<file path="config.mk">
export PLATFORM = sky130hd
export DESIGN_NAME = yuv420_remap
export DESIGN_NICKNAME = d
export VERILOG_FILES = /design/src/rtl/yuv_remap_pkg.sv /design/src/rtl/comp_resize.sv /design/src/rtl/chroma_buf.sv /design/src/rtl/line_ctrl.sv /design/src/rtl/yuv420_remap.sv
export SDC_FILE = /design/constraint.sdc
export NUM_CORES = 1
export LEC_CHECK = 0
export BUFFER_PORTS_ARGS = -buffer_cell sky130_fd_sc_hd__clkbuf_2
export CAP_MARGIN = 20
export CORE_MARGIN = 4
export CORE_UTILIZATION = 60
export DETAILED_ROUTE_END_ITERATION = 8
export HOLD_SLACK_MARGIN = 0.08
export PLACE_DENSITY = 0.84
export SETUP_SLACK_MARGIN = 0.5
export SLEW_MARGIN = 5
export SYNTH_ARGS = -nofsm -noshare
export SYNTH_HDL_FRONTEND = slang
export SYNTH_HIERARCHICAL = 1
export SYNTH_SLANG_ARGS = --single-unit
</file>
<file path="constraint.sdc">
create_clock -name clk -period 11.1 [get_ports clk]
set_clock_uncertainty 0.1 [all_clocks]
set_input_delay 2.22 -clock clk [delete_from_list [all_inputs] [get_ports clk]]
set_output_delay 2.22 -clock clk [all_outputs]
set_load 0.01 [all_outputs]
</file>
<file path="src/rtl/yuv_remap_pkg.sv">
package yuv_remap_pkg;
    typedef enum logic [1:0] {
        FMT_RGB = 2'd0,
        FMT_444 = 2'd1,
        FMT_422 = 2'd2,
        FMT_420 = 2'd3
    } fmt_e;

    typedef enum logic [1:0] {
        LN_IDLE = 2'd0,
        LN_EVEN = 2'd1,
        LN_ODD  = 2'd2
    } line_state_e;
endpackage

</file>
<file path="src/rtl/comp_resize.sv">
module comp_resize #(
    parameter int IN_W  = 10,
    parameter int OUT_W = 12
) (
    input  logic [IN_W-1:0]  din,
    output logic [OUT_W-1:0] dout
);
    generate
        if (IN_W >= OUT_W) begin : g_trunc
            assign dout = din[IN_W-1 -: OUT_W];
        end else begin : g_pad
            assign dout = {din, {(OUT_W-IN_W){1'b0}}};
        end
    endgenerate
endmodule

</file>
<file path="src/rtl/chroma_buf.sv">
module chroma_buf #(
    parameter int DEPTH = 16,
    parameter int W     = 24,
    localparam int AW   = $clog2(DEPTH)
) (
    input  logic          clk,
    input  logic          we,
    input  logic [AW-1:0] addr,
    input  logic [W-1:0]  wdata,
    output logic [W-1:0]  rdata
);
    logic [W-1:0] mem [DEPTH];

    always_ff @(posedge clk) begin
        if (we) mem[addr] <= wdata;
    end

    assign rdata = mem[addr];
endmodule

</file>
<file path="src/rtl/line_ctrl.sv">
module line_ctrl import yuv_remap_pkg::*; #(
    parameter int MAX_BEATS = 16,
    parameter int CNT_W     = 5,
    parameter int AW        = 4
) (
    input  logic             clk,
    input  logic             rst_n,
    input  logic             acc,
    input  logic             sof,
    input  logic             eol,
    input  logic [CNT_W-1:0] line_beats,
    output logic             odd_line,
    output logic [AW-1:0]    col,
    output logic             line_err
);
    line_state_e    state_q, state_d, eff;
    logic [AW-1:0]  col_q, col_d;
    logic           err_q, err_d, at_last;

    // state register
    always_ff @(posedge clk or negedge rst_n) begin
        if (!rst_n) begin
            state_q <= LN_IDLE;
            col_q   <= '0;
            err_q   <= 1'b0;
        end else begin
            state_q <= state_d;
            col_q   <= col_d;
            err_q   <= err_d;
        end
    end

    // outputs for the current beat
    always_comb begin
        eff      = (sof || state_q == LN_IDLE) ? LN_EVEN : state_q;
        col      = sof ? '0 : col_q;
        odd_line = (eff == LN_ODD);
        at_last  = (CNT_W'(col) == line_beats - CNT_W'(1));
    end

    // next state
    always_comb begin
        state_d = state_q;
        col_d   = col_q;
        err_d   = err_q;
        if (acc) begin
            unique case (eff)
                LN_EVEN: state_d = eol ? LN_ODD  : LN_EVEN;
                LN_ODD:  state_d = eol ? LN_EVEN : LN_ODD;
                default: state_d = LN_EVEN;
            endcase
            if (eol)
                col_d = '0;
            else if (col != AW'(MAX_BEATS - 1))
                col_d = col + 1'b1;
            else
                col_d = col;
            if (eol != at_last) err_d = 1'b1;
        end
    end

    assign line_err = err_q;

    assert_sof_pair_R6: assert property (@(posedge clk) disable iff (!rst_n)
        (acc && sof && eol) |=> (state_q == LN_ODD))
        else $error("sof+eol beat did not leave parity on second line");

    assert_col_restart_R5: assert property (@(posedge clk) disable iff (!rst_n)
        (acc && eol) |=> (col_q == '0))
        else $error("column not restarted after end of line");

    assert_hold_on_stall_R8: assert property (@(posedge clk) disable iff (!rst_n)
        !acc |=> ($stable(state_q) && $stable(col_q)))
        else $error("line tracking moved without an accepted beat");

    assert_err_sticky_R9: assert property (@(posedge clk) disable iff (!rst_n)
        err_q |=> err_q)
        else $error("line error flag cleared without reset");
endmodule

</file>
<file path="src/rtl/yuv420_remap.sv">
module yuv420_remap import yuv_remap_pkg::*; #(
    parameter int PPC       = 4,
    parameter int CW        = 12,
    parameter int IN_W      = 10,
    parameter int MAX_BEATS = 16,
    parameter bit REMAP_EN  = 1'b1,
    localparam int CNT_W    = $clog2(MAX_BEATS + 1),
    localparam int AW       = $clog2(MAX_BEATS),
    localparam int OW       = PPC * 3 * CW,
    localparam int IW       = PPC * 3 * IN_W,
    localparam int BW       = (PPC / 2) * CW
) (
    input  logic             clk,
    input  logic             rst_n,
    input  logic [1:0]       fmt,
    input  logic [CNT_W-1:0] line_beats,
    input  logic [IW-1:0]    in_data,
    input  logic             in_valid,
    input  logic             in_sof,
    input  logic             in_eol,
    output logic             in_ready,
    output logic [OW-1:0]    tdata,
    output logic             tvalid,
    input  logic             tready,
    output logic             tuser,
    output logic             tlast,
    output logic             line_err
);
    logic          acc, odd_line, remap_on;
    logic [AW-1:0] col;
    logic [CW-1:0] res [PPC][3];
    logic [BW-1:0] buf_wr, buf_rd;

    assign in_ready = tready;
    assign tvalid   = in_valid;
    assign tuser    = in_sof;
    assign tlast    = in_eol;
    assign acc      = in_valid && tready;
    assign remap_on = REMAP_EN && (fmt_e'(fmt) == FMT_420);

    for (genvar p = 0; p < PPC; p++) begin : g_slot
        for (genvar c = 0; c < 3; c++) begin : g_comp
            comp_resize #(.IN_W(IN_W), .OUT_W(CW)) u_rs (
                .din  (in_data[(p*3+c)*IN_W +: IN_W]),
                .dout (res[p][c])
            );
        end
    end

    for (genvar k = 0; k < PPC / 2; k++) begin : g_bw
        assign buf_wr[k*CW +: CW] = res[2*k][1];
    end

    line_ctrl #(.MAX_BEATS(MAX_BEATS), .CNT_W(CNT_W), .AW(AW)) u_ctl (
        .clk        (clk),
        .rst_n      (rst_n),
        .acc        (acc),
        .sof        (in_sof),
        .eol        (in_eol),
        .line_beats (line_beats),
        .odd_line   (odd_line),
        .col        (col),
        .line_err   (line_err)
    );

    generate
        if (REMAP_EN) begin : g_remap
            chroma_buf #(.DEPTH(MAX_BEATS), .W(BW)) u_buf (
                .clk   (clk),
                .we    (acc && remap_on && !odd_line),
                .addr  (col),
                .wdata (buf_wr),
                .rdata (buf_rd)
            );
        end else begin : g_plain
            assign buf_rd = '0;
        end
    endgenerate

    always_comb begin
        tdata = '0;
        for (int p = 0; p < PPC; p++) begin
            if (!remap_on) begin
                for (int c = 0; c < 3; c++) tdata[(p*3+c)*CW +: CW] = res[p][c];
            end else begin
                tdata[(p*3)*CW +: CW] = res[p][0];
                if (!odd_line)
                    tdata[(p*3+1)*CW +: CW] = '0;
                else if (p % 2 == 0)
                    tdata[(p*3+1)*CW +: CW] = buf_rd[(p/2)*CW +: CW];
                else
                    tdata[(p*3+1)*CW +: CW] = res[p][1];
                tdata[(p*3+2)*CW +: CW] = '0;
            end
        end
    end

    function automatic logic chroma_clear(input logic [OW-1:0] d);
        for (int p = 0; p < PPC; p++)
            if (d[(p*3+1)*CW +: 2*CW] != '0) return 1'b0;
        return 1'b1;
    endfunction

    assert_first_line_luma_R4: assert property (@(posedge clk) disable iff (!rst_n)
        (tvalid && remap_on && !odd_line) |-> chroma_clear(tdata))
        else $error("chroma present on first line of a 4:2:0 pair");
endmodule

</file>
After elaboration in Yosys (flattened, before gate mapping)
Memory sizes are Yosys's and may differ from the RTL's. Index checks and enable logic that the tools add are counted. W data, S select, Z words.

Flip-flop bits (word level): 7. Memory bits (writable): 320. Latch bits: 0. Bits in read-only memories: 0. Memories: 1. Logic and storage cells: 36. Output and inout port bits: 149. Input port bits: 133.

Order comparisons: 0. Equality and inequality tests: 6. Div/mod/pow operators: 0. Multiplexer cells: 17. Reductions and logical operators: 7. Bitwise gates (word level): 0. Multipliers: 0. $add $sub $neg: 2. Shifts and indexed selects: 0.

Memory list: g_remap.u_buf.mem (words 16, bits a word 20, read ports 1, clocked after Yosys merged registers in 0, wr ports 1, line chroma_buf.sv:12) `logic [W-1:0] mem [DEPTH];`.

Operators by type and width (count): $mux W36 (4); $mux W12 (4); $mux W4 (3); $mux W2 (3); $eq A4 B5 Y1 (1); $sub A5 B1 Y5 const B (1); $add A4 B1 Y4 const B (1); $eq A2 B2 Y1 const B (2); $ne A4 B4 Y1 const B (1); $pmux W2 S2 (1); $logic_and A1 B1 Y1 (3); $eq A2 B1 Y1 const B (1); $logic_not A2 Y1 (1); $mux W1 (2); $reduce_and A2 Y1 (1); $logic_not A1 Y1 (1); $logic_or A1 B1 Y1 (1); $ne A1 B1 Y1 (1).

Longest topological paths before layout
Gate-level depths: netlist (run 1).

Word-level depth: 8. Gate-level depth with buffers: 11. Depth with buffers taken out: 9.

By module
The synthesis (run 1) kept the hierarchy.

By module, submodules not included: chroma_buf (instances 1, area each 14475.1 µm², cells each 613, seq. area each 11531.1 µm²); comp_resize (instances 12, area each 93.8 µm², cells each 13, seq. area each 0.0 µm²); yuv420_remap (instances 1, area each 1083.5 µm², cells each 171, seq. area each 0.0 µm²); line_ctrl (instances 1, area each 623.1 µm², cells each 76, seq. area each 175.2 µm²).

Least setup slack after synthesis (run 1)
OpenSTA, ideal clock, no wires.

Path type: in2out. Start: input in_sof. End: output tdata[15]. Setup slack: 4.846 ns. Arrival time: 3.934 ns. Cell stages on the path: 9. Buffers on the path: 3. Cells stage by stage: buf_6 -> nor2b_1 -> buf_6 -> buf_2 -> mux4_2 -> a22oi_1 -> nand2_1 -> nand4_1 -> o21ai_0.

Elaborated cells between the ends (all ways): 7. Those cells by class: 1 x eq/ne; 4 x mux; 1 x reduce/logical; 1 x memory.

RTL lines: start, declared (line yuv420_remap.sv:19) `input logic in_sof,`; $mux W4 (line line_ctrl.sv:36) `col = sof ? '0 : col_q;`; net col[0] (line yuv420_remap.sv:30) `logic [AW-1:0] col;`; $mem_v2 Z16 W20; net buf_rd[3] (line yuv420_remap.sv:32) `logic [BW-1:0] buf_wr, buf_rd;`; $mux W12 (line yuv420_remap.sv:87) `if (!odd_line)`; $mux W36 (line yuv420_remap.sv:83) `if (!remap_on) begin`; end, declared (line yuv420_remap.sv:22) `output logic [OW-1:0] tdata,`.

The timed path passes the listed nets, and every way through them passes these cells.

==> results of run 1 <==
registers in the layout (all words and copies together) (netlist names):
| signal | count |
|---|---|
| g_remap.u_buf/mem | 384 |
| u_ctl/col_q | 4 |
| u_ctl/state_q | 2 |
| u_ctl/line_err | 1 |
per-stage QoR:
| step | power [mW] | setup WS, ps | instances | utilization (%) |
|---|---|---|---|---|
| global placement | 1.91 | 3430 | 1406 | 62.4 |
| CTS | 3.05 | 3340 | 1470 | 66.3 |
| floorplan | 1.88 | 4850 | 1028 | - |
| finish | 3.04 | 3290 | 1472 | 66.4 |
| global route | 3.14 | 3170 | 1472 | 66.4 |
| detailed placement | 1.91 | 3390 | 1406 | 62.4 |
cell usage after synthesis (all sizes together):
cell    count
a21oi       9
conb       12
a22oi      48
nor2       16
xor2        3
and2b       1
edfxtp    384
or3b        1
a31oi       2
a21o        1
buf       183
nand3b      4
inv        32
ha          4
nor2b       6
dfrtp       7
o21ai      25
a311o       1
mux2i       1
nor3        7
and3        1
nand2      34
a211oi      2
o311ai      1
mux4       96
xnor2       1
o31ai       2
nand3       2
nor4bb      1
and2       75
nand4      25
nor4        1
o211ai      2
clkbuf     20
nand2b      6
critical path, cell delays in order:
cell and delay (ps):
sky130_fd_sc_hd__clkbuf_2 200, sky130_fd_sc_hd__nor2b_4 770, sky130_fd_sc_hd__buf_4 950, sky130_fd_sc_hd__mux4_2 430, sky130_fd_sc_hd__a22oi_1 230, sky130_fd_sc_hd__nand2_1 110, sky130_fd_sc_hd__nand4_1 110, sky130_fd_sc_hd__o21ai_0 190
sky130_fd_sc_hd__clkbuf_2 190
worst max path at each step:
stage                            to  cells past startpoint  slack, ps
after floorplan           tdata[15]                      9       4850
after global placement    tdata[12]                      9       3430
after detailed placement  tdata[13]                      9       3390
after CTS                 tdata[13]                      9       3340
after global routing      tdata[13]                      9       3170
final                     tdata[13]                      9       3290
cell families after synthesis:
group | count (synthesis) | synth area share, %
other | 12 | 0.260
XOR/XNOR | 4 | 0.202
flip-flops | 391 | 67.6
adder cells (fa/ha/maj) | 4 | 0.289
buffers and inverters | 235 | 9.18
AO/OA/AOI/OAI | 93 | 3.55
AND/OR/NAND/NOR | 180 | 6.33
multiplexers | 97 | 12.5
area by class of cell:
type	count	area [um2]	share of cell area (%)
multi-input combinational	402	4150	22.2
antenna	1	2.50	0.0134
timing repair buffer	204	1100	5.89
sequential	391	11700	62.8
inverter	32	120	0.644
clock buffer	46	1000	5.37
clock inverter	18	98.8	0.530
tap	378	473	2.54
metal layers:
layer  share of wire (%)  up-vias
met2                  52      684
met3                  11       92
met5                   0        -
met1                  33     4612
li1                    -     3834
met4                 3.2        0
power breakdown:
part / switching, mW / internal, mW
registers: 0.00366 / 1.63
clock network: 0.517 / 0.643
logic: 0.141 / 0.112
==> impl_metrics.json, run 1 <==
{
  "run_status": "finished, final reports clean",
  "worstReg2RegStart": "u_ctl/col_q[1]",
  "grt_util_met2_pct": 46.8,
  "worst-endpoint-required_ps": 8780,
  "synth.cell_area_mm2": 0.0173,
  "drt_antenna_net_count": 0,
  "start_point_of_the_critical_path": "in_sof",
  "vdd_drop_max_mv": 0.148,
  "clk_path_buf_depth": 3,
  "post-dp-hpwl_um": 25200,
  "hold_path_startpoint": "u_ctl/line_err",
  "p_per_area_mw_per_mm2": 163,
  "port_buffers": 181,
  "area_growth_syn_to_layout_pct": 7.75,
  "post_synth_inst_count": 1016,
  "power.static_leakage_nw": 6.38,
  "route.detailed.vias_per_inst": 6.26,
  "start_util_pct": 61.6,
  "num-nets-final": 1206,
  "classification_of_the_worst_slack_hold_path": "register to register",
  "cts_root_buf": "sky130_fd_sc_hd__clkbuf_16",
  "grt.overflow.total": 0,
  "fp.coreArea_mm2": 0.0281,
  "post_layout_minimum_cycle_time_ps": 7810,
  "dr.first_iter.drc_count": 1133,
  "ys_types": 45,
  "holdPathEnd": "u_ctl/line_err",
  "grt_util_met3_pct": 6.48,
  "slew_violations": 0,
  "finalInstanceArea_mm2": 0.0186,
  "gpl.final_weighted_congestion": 0.819,
  "final-hold-violation-count": 0,
  "die_area_mm2": 0.0316,
  "drt-total-wl_um": 42800,
  "floorplan.io_pins": 282,
  "synth_top_area_share_pct": 66.6,
  "sequential_fraction_of_the_synthesis_area_pct": 67.6,
  "syn_area_per_cell_um2": 17.0,
  "postSynthRegisterBits": 391,
  "fillCellCount": 1813,
  "first_global_vias": 9512,
  "layout.cells.most_common": "sky130_fd_sc_hd__edfxtp_1",
  "grt_busiest_layer": "met2",
  "cts_resized": 0,
  "h-tree-depth": 2,
  "timing.reg2reg.worst_path_depth": 5,
  "rsz_0062_raised_after_global_routing": "no",
  "drv.max_cap_violation_count": 0,
  "timing.critical_path.fanout_max": 76,
  "grt_antenna_before_repair": 1,
  "layout-drive-gt1-share_pct": 36.6,
  "cp-start-kind": "primary input",
  "fin_worst_hold_slack_ps": 449,
  "grt_start_max_net_pins": 106,
  "std_cell_rows": 61,
  "die_width_um": 178,
  "finalCritPeriodShare_pct": 70.4,
  "placedInstanceArea_mm2": 0.0175,
  "ctsHoldBuffers": 0,
  "drt_drc_violations_left": 0,
  "yosys-top-cells-area": "sky130_fd_sc_hd__edfxtp_1 67%, sky130_fd_sc_hd__mux4_2 12%, sky130_fd_sc_hd__buf_4 6.5%",
  "grt_use_total_pct": 26.9,
  "reg2reg_slack_ps": 6650,
  "slew-limit-headroom_pct": 23.0,
  "reg2reg_to": "g_remap.u_buf/mem[14][9]",
  "die-height_um": 178,
  "worst-endpoint-arrival_ps": 5490,
  "tritoncts.num_buffers": 38,
  "setup_total_negative_slack_ps": 0,
  "holdPathStages": 2,
  "register_clock_pin_slew_on_the_reported_worst_setup_and_hold_paths_ps": 60,
  "cts_setup_buffers": 0,
  "clk_latency_ps": 510,
  "post-synth-top-area-cell": "sky130_fd_sc_hd__edfxtp_1",
  "global_route.usage.met1_pct": 33.1,
  "final_cell_mix": "384 x sky130_fd_sc_hd__edfxtp_1, 181 x sky130_fd_sc_hd__clkbuf_2, 96 x sky130_fd_sc_hd__mux4_2",
  "tritoncts": "yes",
  "vias": 9222,
  "worst_slew_pin_slew_ps": 1150,
  "clock_sinks": 391,
  "worstSetupPathType": "primary input to output pin",
  "wire_length_of_the_first_global_routing_pass_um": 61300,
  "yosys_warnings": 6,
  "route.detailed.wl_per_inst_um": 29.1,
  "achievable-frequency_mhz": 128,
  "endpoint_kind": "output pin",
  "detail_route.first_pass.iterations": 5,
  "number_of_setup_violations_in_the_final_report": 0
}
Power figures use the tool's default switching activity.
==> run 2, diff against run 1 <==
CORE_UTILIZATION = 52   (was 60)
PLACE_DENSITY = 0.77   (was 0.84)
clock period = 6.3 ns   (was 11.1 ns; I/O delays follow)
==> impl_metrics.json, run 2 (same netlist as run 1, synthesis figures left out) <==
{
  "slew-limit-headroom_pct": 34.7,
  "largest_register": "g_remap.u_buf/mem",
  "die_width_um": 190,
  "combined_area_of_the_multi_input_logic_cells_mm2": 0.00413,
  "h-tree-depth": 2,
  "sw_frac_of_total_pct": 20.7,
  "finalCritPeriodShare_pct": 83.7,
  "final_core_util_pct": 58.2,
  "endpoint_kind": "output pin",
  "p_clk_share_pct": 40.2,
  "grt.overflow.total": 0,
  "dr.first_iter.drc_count": 962,
  "wire_length_of_the_first_global_routing_pass_um": 61300,
  "final-hold-violation-count": 0,
  "die_area_mm2": 0.0363,
  "setup_total_negative_slack_ps": 0,
  "route.detailed.vias_per_inst": 5.90,
  "std_cell_rows": 66,
  "antennaDiodeCount": 0,
  "timing.final.ws_setup_ps": 1030,
  "worst-endpoint-arrival_ps": 3910,
  "clk_latency_ps": 520,
  "first_global_vias": 9277,
  "worst_slew_pin_slew_ps": 977,
  "fp.coreArea_mm2": 0.0327,
  "critical-path-slowest-cell": "sky130_fd_sc_hd__nor2b_4",
  "fin_worst_hold_slack_ps": 416,
  "cts_resized": 0,
  "clk_path_buf_depth": 3,
  "fillCellCount": 2406,
  "combPwrFrac_pct": 8.2,
  "floorplan.io_pins": 282,
  "power.switching_mw": 1.15,
  "critical_path.most_common_cell": "sky130_fd_sc_hd__clkbuf_2",
  "vias": 9161,
  "worstSetupPathType": "primary input to output pin",
  "drt-total-wl_um": 42800,
  "area_growth_syn_to_layout_pct": 10.0,
  "pre_cts_slack_ps": 1060,
  "total_power_mw": 5.57,
  "tritoncts.num_buffers": 39,
  "cts_root_buf": "sky130_fd_sc_hd__clkbuf_16",
  "cts_setup_buffers": 0,
  "run_status": "finished, final reports clean",
  "port_buffers": 181,
  "rsz_0062_raised_after_global_routing": "no",
  "ctsHoldBuffers": 0,
  "achievable-frequency_mhz": 190,
  "p_int_mw": 4.41,
  "power.static_leakage_nw": 6.55,
  "start_util_pct": 52.9,
  "layout.cells.most_common": "sky130_fd_sc_hd__edfxtp_1",
  "max_stage_delay_ps": 810,
  "number_of_setup_violations_in_the_final_report": 0,
  "p_per_area_mw_per_mm2": 292,
  "detail_route.first_pass.iterations": 4,
  "num-nets-final": 1221,
  "cp-start-kind": "primary input",
  "drv.max_cap_violation_count": 0,
  "grt_start_max_net_pins": 56,
  "gpl.final_weighted_congestion": 0.791,
  "clock_sinks": 391,
  "register_clock_pin_slew_on_the_reported_worst_setup_and_hold_paths_ps": 60,
  "area.sequential_mm2": 0.0117,
  "worst-endpoint-required_ps": 4940,
  "drt_drc_violations_left": 0,
  "path_cells": "clkbuf_2 > nor2b_4 > buf_4 > mux4_2 > a22oi_1 > nand2_1 > nand4_1 > o21ai_1 > clkbuf_2",
  "grt_use_total_pct": 23.2,
  "tritoncts": "yes",
  "vdd_drop_max_mv": 0.181,
  "drt_antenna_net_count": 0,
  "grt_antenna_before_repair": 0,
  "post-dp-hpwl_um": 26200,
  "top_regs": "g_remap.u_buf/mem x384, u_ctl/col_q x4, u_ctl/state_q x2",
  "timing.critical_path.fanout_max": 22,
  "layout-drive-gt1-share_pct": 37.3,
  "post_layout_minimum_cycle_time_ps": 5270,
  "die-height_um": 190,
  "classification_of_the_worst_slack_hold_path": "register to register",
  "seqPwrFrac_pct": 51.6,
  "final_cell_mix": "384 x sky130_fd_sc_hd__edfxtp_1, 181 x sky130_fd_sc_hd__clkbuf_2, 96 x sky130_fd_sc_hd__mux4_2",
  "largest_register_ffs": 384,
  "slew_violations": 0,
  "route.detailed.wl_per_inst_um": 27.6
}
## run 2: area by class of cell
type	count	share of cell area [%]
Tap cell	442	2.90
Inverter	32	0.631
Sequential cell	391	61.5
Clock inverter	20	0.986
Clock buffer	47	5.51
Timing Repair Buffer	218	6.81
Multi-Input combinational cell	402	21.7
## run 2: worst paths after layout
path / startpoint / end / slack, ps / cells after the start
min in group asynchronous: rst_n / u_ctl/line_err / 490 / 1
max: in_sof / tdata[85] / 1030 / 9
min reg2reg: u_ctl/line_err / u_ctl/line_err / 420 / 2
min: u_ctl/line_err / u_ctl/line_err / 420 / 2
max in group asynchronous: rst_n / u_ctl/col_q[2] / 5420 / 1
max reg2reg: u_ctl/state_q[1] / g_remap.u_buf/mem[2][15] / 2670 / 10
## run 2: power by group through the flow
stage               clock, mW  sequential (mW)  combinational [mW]
detailed placement          0             2.93               0.457
global placement            0             2.93               0.451
floorplan                   0             2.92               0.388
global route             2.38             2.87               0.497
finish                   2.24             2.87               0.459
CTS                      2.27             2.87               0.462
## run 2: through the flow
stage / cells / cell area [um2]
after global routing: 1552 / 19000
after floorplan: 1028 / 17400
after global placement: 1485 / 17800
after detailed placement: 1485 / 17800
after CTS: 1552 / 19000
final: 1552 / 19000
## run 2: per-layer routing
metal	routed length (um)	global-route usage [%]
met1	15200	29.0
met2	21900	40.3
met3	4170	4.96
met4	1480	7.98
met5	0	0
## run 2: critical path, delay by kind of cell
family / cells / cell delay, ps
buffers and inverters: 3 / 680
AND/OR/NAND/NOR: 3 / 1040
AO/OA/AOI/OAI: 2 / 400
multiplexers: 1 / 510
